===== config.mk =====
export PLATFORM = sky130hd
export DESIGN_NAME = fuse_window_reader
export DESIGN_NICKNAME = d
export VERILOG_FILES = /design/src/rtl/fwr_pkg.sv /design/src/rtl/fwr_window.sv /design/src/rtl/fwr_timer.sv /design/src/rtl/fwr_lane_pick.sv /design/src/rtl/fuse_window_reader.sv
export SDC_FILE = /design/constraint.sdc
export NUM_CORES = 1
export LEC_CHECK = 0
export CAP_MARGIN = 20
export CORE_MARGIN = 2
export CORE_UTILIZATION = 46
export CTS_CLUSTER_SIZE = 30
export DETAILED_ROUTE_END_ITERATION = 8
export PLACE_DENSITY = 0.73
export SLEW_MARGIN = 10
export SYNTH_ARGS = -nofsm -noshare
export SYNTH_HDL_FRONTEND = slang
export SYNTH_SLANG_ARGS = --single-unit

===== constraint.sdc =====
create_clock -name clk -period 6.9 [get_ports clk]
set_input_delay 1.38 -clock clk [delete_from_list [all_inputs] [get_ports clk]]
set_output_delay 1.38 -clock clk [all_outputs]
set_load 0.05 [all_outputs]

===== src/rtl/fwr_pkg.sv =====
// Shared constants and types for the byte-window fuse reader.
package fwr_pkg;
    localparam int WORD_BYTES = 4;
    localparam int LANE_W     = 2;
    localparam int WORD_W     = 8 * WORD_BYTES;

    typedef enum logic [1:0] {
        ST_IDLE = 2'd0,
        ST_READ = 2'd1,
        ST_EMIT = 2'd2
    } fwr_state_e;
endpackage


===== src/rtl/fwr_window.sv =====
// Window decode: adds the hidden base to the request offset, then finds the
// first word, the first lane and whether the window is legal.
// Assumes ARRAY_BYTES is a multiple of 4 and SECURE_BYTES < ARRAY_BYTES.
module fwr_window #(
    parameter int ARRAY_BYTES  = 128,
    parameter int SECURE_BYTES = 96,
    parameter int OFS_W        = 8,
    parameter int LEN_W        = 8,
    parameter int ADDR_W       = 5
) (
    input  logic [OFS_W-1:0]  offset,
    input  logic [LEN_W-1:0]  len,
    output logic [ADDR_W-1:0] first_word,
    output logic [1:0]        first_lane,
    output logic              bad
);
    localparam int SUM_W = ((OFS_W > LEN_W) ? OFS_W : LEN_W) + $clog2(ARRAY_BYTES) + 1;

    logic [SUM_W-1:0] adj;
    logic [SUM_W-1:0] stop;

    // Adjusted start, exclusive end and the legality test.
    always_comb begin
        adj        = SUM_W'(offset) + SUM_W'(SECURE_BYTES);
        stop       = adj + SUM_W'(len);
        bad        = (len == '0) || (stop > SUM_W'(ARRAY_BYTES));
        first_word = ADDR_W'(adj >> 2);
        first_lane = adj[1:0];
    end
endmodule


===== src/rtl/fwr_timer.sv =====
// Wait timer: counts cycles while a word read is pending. It flags expiry
// in the TIMEOUT-th cycle. Assumes TIMEOUT >= 2.
module fwr_timer #(
    parameter int TIMEOUT = 64
) (
    input  logic clk,
    input  logic rst_n,
    input  logic run,
    output logic expired
);
    localparam int CNT_W = $clog2(TIMEOUT);

    logic [CNT_W-1:0] cnt;

    // Expiry when the count reaches the final allowed cycle.
    assign expired = run && (cnt == CNT_W'(TIMEOUT - 1));

    // Count up while running, clear when idle.
    always_ff @(posedge clk) begin
        if (!rst_n || !run) begin
            cnt <= '0;
        end else if (!expired) begin
            cnt <= cnt + 1'b1;
        end
    end
endmodule


===== src/rtl/fwr_lane_pick.sv =====
// Lane selector: picks one little-endian byte out of a fuse word.
module fwr_lane_pick
    import fwr_pkg::*;
(
    input  logic [WORD_W-1:0] word,
    input  logic [LANE_W-1:0] lane,
    output logic [7:0]        byte_out
);
    logic [7:0] lanes [WORD_BYTES];

    for (genvar g = 0; g < WORD_BYTES; g++) begin : g_lane
        assign lanes[g] = word[8*g +: 8];
    end

    // Select the addressed lane.
    assign byte_out = lanes[lane];
endmodule


===== src/rtl/fuse_window_reader.sv =====
// Byte-window fuse reader top. Requests are taken one at a time. Each
// covering word is read, then its wanted bytes are sent one per cycle,
// and the next word is read after that. The output has no backpressure.
// Assumes the fuse port raises rd_done for one cycle while rd_req is high.
module fuse_window_reader
    import fwr_pkg::*;
#(
    parameter int ARRAY_BYTES  = 128,
    parameter int SECURE_BYTES = 96,
    parameter int OFS_W        = 8,
    parameter int LEN_W        = 8,
    parameter int TIMEOUT      = 64,
    localparam int ADDR_W      = $clog2(ARRAY_BYTES / WORD_BYTES)
) (
    input  logic              clk,
    input  logic              rst_n,
    input  logic              req_valid,
    output logic              req_ready,
    input  logic [OFS_W-1:0]  req_offset,
    input  logic [LEN_W-1:0]  req_len,
    output logic [ADDR_W-1:0] rd_addr,
    output logic              rd_req,
    input  logic [WORD_W-1:0] rd_data,
    input  logic              rd_done,
    output logic [7:0]        out_data,
    output logic              out_valid,
    output logic              out_last,
    output logic              err
);
    fwr_state_e        state;
    logic [ADDR_W-1:0] word_q;
    logic [LANE_W-1:0] lane_q;
    logic [LEN_W-1:0]  left_q;
    logic [WORD_W-1:0] data_q;
    logic              err_q;

    logic [ADDR_W-1:0] first_word;
    logic [1:0]        first_lane;
    logic              bad;
    logic              expired;

    fwr_window #(
        .ARRAY_BYTES (ARRAY_BYTES),
        .SECURE_BYTES(SECURE_BYTES),
        .OFS_W       (OFS_W),
        .LEN_W       (LEN_W),
        .ADDR_W      (ADDR_W)
    ) u_window (
        .offset    (req_offset),
        .len       (req_len),
        .first_word(first_word),
        .first_lane(first_lane),
        .bad       (bad)
    );

    fwr_timer #(.TIMEOUT(TIMEOUT)) u_timer (
        .clk    (clk),
        .rst_n  (rst_n),
        .run    (state == ST_READ),
        .expired(expired)
    );

    fwr_lane_pick u_pick (
        .word    (data_q),
        .lane    (lane_q),
        .byte_out(out_data)
    );

    // Port-side outputs decoded from state.
    assign req_ready = (state == ST_IDLE);
    assign rd_req    = (state == ST_READ);
    assign rd_addr   = word_q;
    assign out_valid = (state == ST_EMIT);
    assign out_last  = (state == ST_EMIT) && (left_q == LEN_W'(1));
    assign err       = err_q;

    // Transfer sequencer: accept or reject, read a word, send its bytes.
    always_ff @(posedge clk) begin
        if (!rst_n) begin
            state  <= ST_IDLE;
            word_q <= '0;
            lane_q <= '0;
            left_q <= '0;
            data_q <= '0;
            err_q  <= 1'b0;
        end else begin
            err_q <= 1'b0;
            unique case (state)
                ST_IDLE: begin
                    if (req_valid) begin
                        if (bad) begin
                            err_q <= 1'b1;
                        end else begin
                            word_q <= first_word;
                            lane_q <= first_lane;
                            left_q <= req_len;
                            state  <= ST_READ;
                        end
                    end
                end
                ST_READ: begin
                    if (rd_done) begin
                        data_q <= rd_data;
                        state  <= ST_EMIT;
                    end else if (expired) begin
                        err_q <= 1'b1;
                        state <= ST_IDLE;
                    end
                end
                ST_EMIT: begin
                    left_q <= left_q - 1'b1;
                    lane_q <= lane_q + 1'b1;
                    if (left_q == LEN_W'(1)) begin
                        state <= ST_IDLE;
                    end else if (lane_q == LANE_W'(WORD_BYTES - 1)) begin
                        word_q <= word_q + 1'b1;
                        state  <= ST_READ;
                    end
                end
                default: state <= ST_IDLE;
            endcase
        end
    end
endmodule


==> results.toml <==
[cts]
root_buffer = "clkbuf_8"
cts_sinks = 56
cts_post_setup_buffers_inserted = 0
cts_tree = "yes"
cts_htree_levels = 2
numCtsBuffers = 5
clk_latency_ps = 310
path_clk_slew_ps = 90
cts_resized = 0
postCtsHoldBufs = 0
clk_path_buf_depth = 2

[layout]
register_area_sq_mm = 0.00112
final_cell_count_no_fill = 549
area_delta_synth_final_pct = 25.4
layout-drive-gt1-share_pct = 6.62
diodes = 0
layout.nets = 522
fillerInstances = 613
multi_input_comb_area_sq_mm = 0.00197

[floorplan]
start_util_pct = 47.9
pin_count = 70
dieArea_sq_mm = 0.00780
fp.dieW_um = 88.3
die-height_um = 88.3
placement_rows = 30
coreArea_sq_mm = 0.00683

[global_route]
grt_max_degree = 64
track_usage_pct = 21.1
grt-ovfl-total = 0
grt_pass1_vias = 2692
grt_pass1_wl_um = 13000
antenna_found_initial = 0

[worst_setup_path]
path_class = "reg -> out"
timing.rr.start = "state[1]$_SDFFE_PN0P_"
rrSetupSlack_ps = 4440
r2r-end = "rd_addr[1]$_SDFFE_PN0P_"
cp.depth = 4
slowest_delay_ps = 860
critPathRequiredTime_ps = 5520
cp-end-kind = "primary output"
worstPathMaxFanout = 20
cp_data_arrival_time_ps = 3160
setup.worst_path.start = "state[1]$_SDFFE_PN0P_"
startpoint_type = "register"
cp_num_buf_inv = 2
cp_slowest_cell = "clkdlybuf4s50_1"
crit_end = "out_last"
r2r_cells = 5
worstPathCellList = "nand2b_1 > or2_2 > inv_1 > clkdlybuf4s50_1"
cp_top_family = "buffers and inverters"

[drt]
drc = 0
ant_nets = 0
dr_wl_met2_um = 3850
top_layer_used = "met4"
totalWireLength_um = 8000
dr_wl_met3_um = 398
wl_met1_um = 3660
dr.first_iter.drc_count = 134
via_count = 2962
dr.pass1.iters = 4
vias_per_cell = 5.40
wire_per_inst_um = 14.6

[synth]
synth_warnings = 0
synth_cells = 401
synthSimpleGateAreaFrac_pct = 24.0
synth_nets = 469
synth_top_family_by_area = "simple AND/OR/NAND/NOR gates"
yosysTopAreaCell = "dfxtp_1"
yosys.area_share.xor_xnor_pct = 1.88
postSynthAreaPerCell_sq_um = 8.15
synthTopCellsByArea = "dfxtp_1 (34%), nand2_1 (13%), a21boi_0 (7.6%), ha_1 (5.7%), mux4_2 (5.5%)"
synth.top_cell.area_share_pct = 34.3
ys_seq_area_share_pct = 34.3
synth-seq-cells = 56
synth-compound-area-share_pct = 21.4
synthArstFlopShare_pct = 0
synth-adder-area-share_pct = 6.35
synth_area_sq_mm = 0.00327
synth.distinct_cells = 55
synth_edf_count = 0
synth_top_flop_cell = "dfxtp_1"
yosys-mux-area-fraction_pct = 6.74

[placement]
dpl_worst_slack_ps = 2400
place.port_buffers = 69
hpwl_um = 5870
place_inst = 541
routabilityCongestion = 0.918

[power_and_ir_drop]
irDropWorstVdd_mv = 0.105
leakage_nw = 1.50
p_per_area_mw_per_mm2 = 191
power_mw = 0.785

[timing]
post-route-period-util_pct = 65.8
fmax_mhz = 220
min_period_ps = 4540
drv_slew = 0
final.setup.worst_slack_ps = 2360
tns_ps = 0
max_slew.worst_pin.slew_ps = 729
rsz0062_at_grt = "no"
fin_worst_skew_ps = 2.98
slew_headroom_pct = 51.3
finalHoldViolations = 0
setup_violations = 0

[outcome]
outcome = "complete, no violations"

[worst_hold_path]
hold_class = "reg -> reg"

[job]
max-cap-violations = 0
cell usage in the layout, fill, tap and decap left out, types with 8 or more instances in the layout:
master and count:
nand2_1 109, clkdlybuf4s50_1 69, dfxtp_1 56, a21boi_0 33, o21ai_0 18, inv_1 16
nor2_1 16, ha_1 15, nand3_1 9, mux4_2 8, a21oi_1 8
stage by stage:
stage / hold WS [ps] / area (sq um) / utilization (%)
after floorplan: 440 / 3270 / -
after global placement: 449 / 3970 / 58.1
after detailed placement: 457 / 3970 / 58.1
after CTS: 470 / 4070 / 59.6
after global routing: 490 / 4100 / 60.0
final: 468 / 4100 / 60.0
registers in the layout (all words and copies together) (netlist names):
signal,flops
left_q,8
data_q,32
state,2
u_timer.cnt,6
rd_addr,5
err,1
lane_q,2
per-layer routing:
| metal | global-route usage (%) | up-vias |
|---|---|---|
| met4 | 4.96 | 0 |
| met2 | 34.6 | 76 |
| met1 | 29.1 | 1370 |
| met5 | 0 | - |
| met3 | 3.54 | 11 |
| li1 | - | 1505 |
cells by family after synthesis:
group           Yosys count
mux                      12
compound gates           96
fa+ha+maj                16
xor+xnor                  7
flops                    56
buf+inv                  42
simple gates            172
cell type report:
cell class | count | area share [%]
inverters | 16 | 1.47
repair buffers | 72 | 17.8
clock buffers | 5 | 1.68
multi-input cells | 303 | 48.1
flip-flops and latches | 56 | 27.4
clock inverters | 1 | 0.733
well taps | 96 | 2.93
worst register-to-register path, stage by stage (launching register included):
cell	delay, ps
dfxtp_1	800
nand2b_1	490
or2_2	470
inv_1	230
nor4_4	100
o221a_1	260
worst min path at each step:
stage	from	depth (start not counted)	slack [ps]	end
finish	data_q[17]$_SDFFE_PN0P_	2	470	data_q[17]$_SDFFE_PN0P_
global route	data_q[5]$_SDFFE_PN0P_	2	490	data_q[5]$_SDFFE_PN0P_
CTS	data_q[27]$_SDFFE_PN0P_	2	470	data_q[27]$_SDFFE_PN0P_
detailed placement	data_q[27]$_SDFFE_PN0P_	2	460	data_q[27]$_SDFFE_PN0P_
global placement	data_q[10]$_SDFFE_PN0P_	2	450	data_q[10]$_SDFFE_PN0P_
floorplan	data_q[16]$_SDFFE_PN0P_	2	440	data_q[16]$_SDFFE_PN0P_
synth_stat cells, types with 6 or more instances:
cell type and n:
o21ai_0 18, a21boi_0 33, nor2b_1 7, a21oi_1 8, o22ai_1 7, nand2_1 109
ha_1 15, nor3_1 6, nand3_1 9, dfxtp_1 56, nor2_1 16, clkbuf_1 21
inv_1 16, mux4_2 8
power by group:
part	switching, mW	internal [mW]
Combinational	0.118	0.0989
Sequential	0.0220	0.340
Clock	0.102	0.104
Total	0.242	0.543
(Power assumes the default switching activity.)
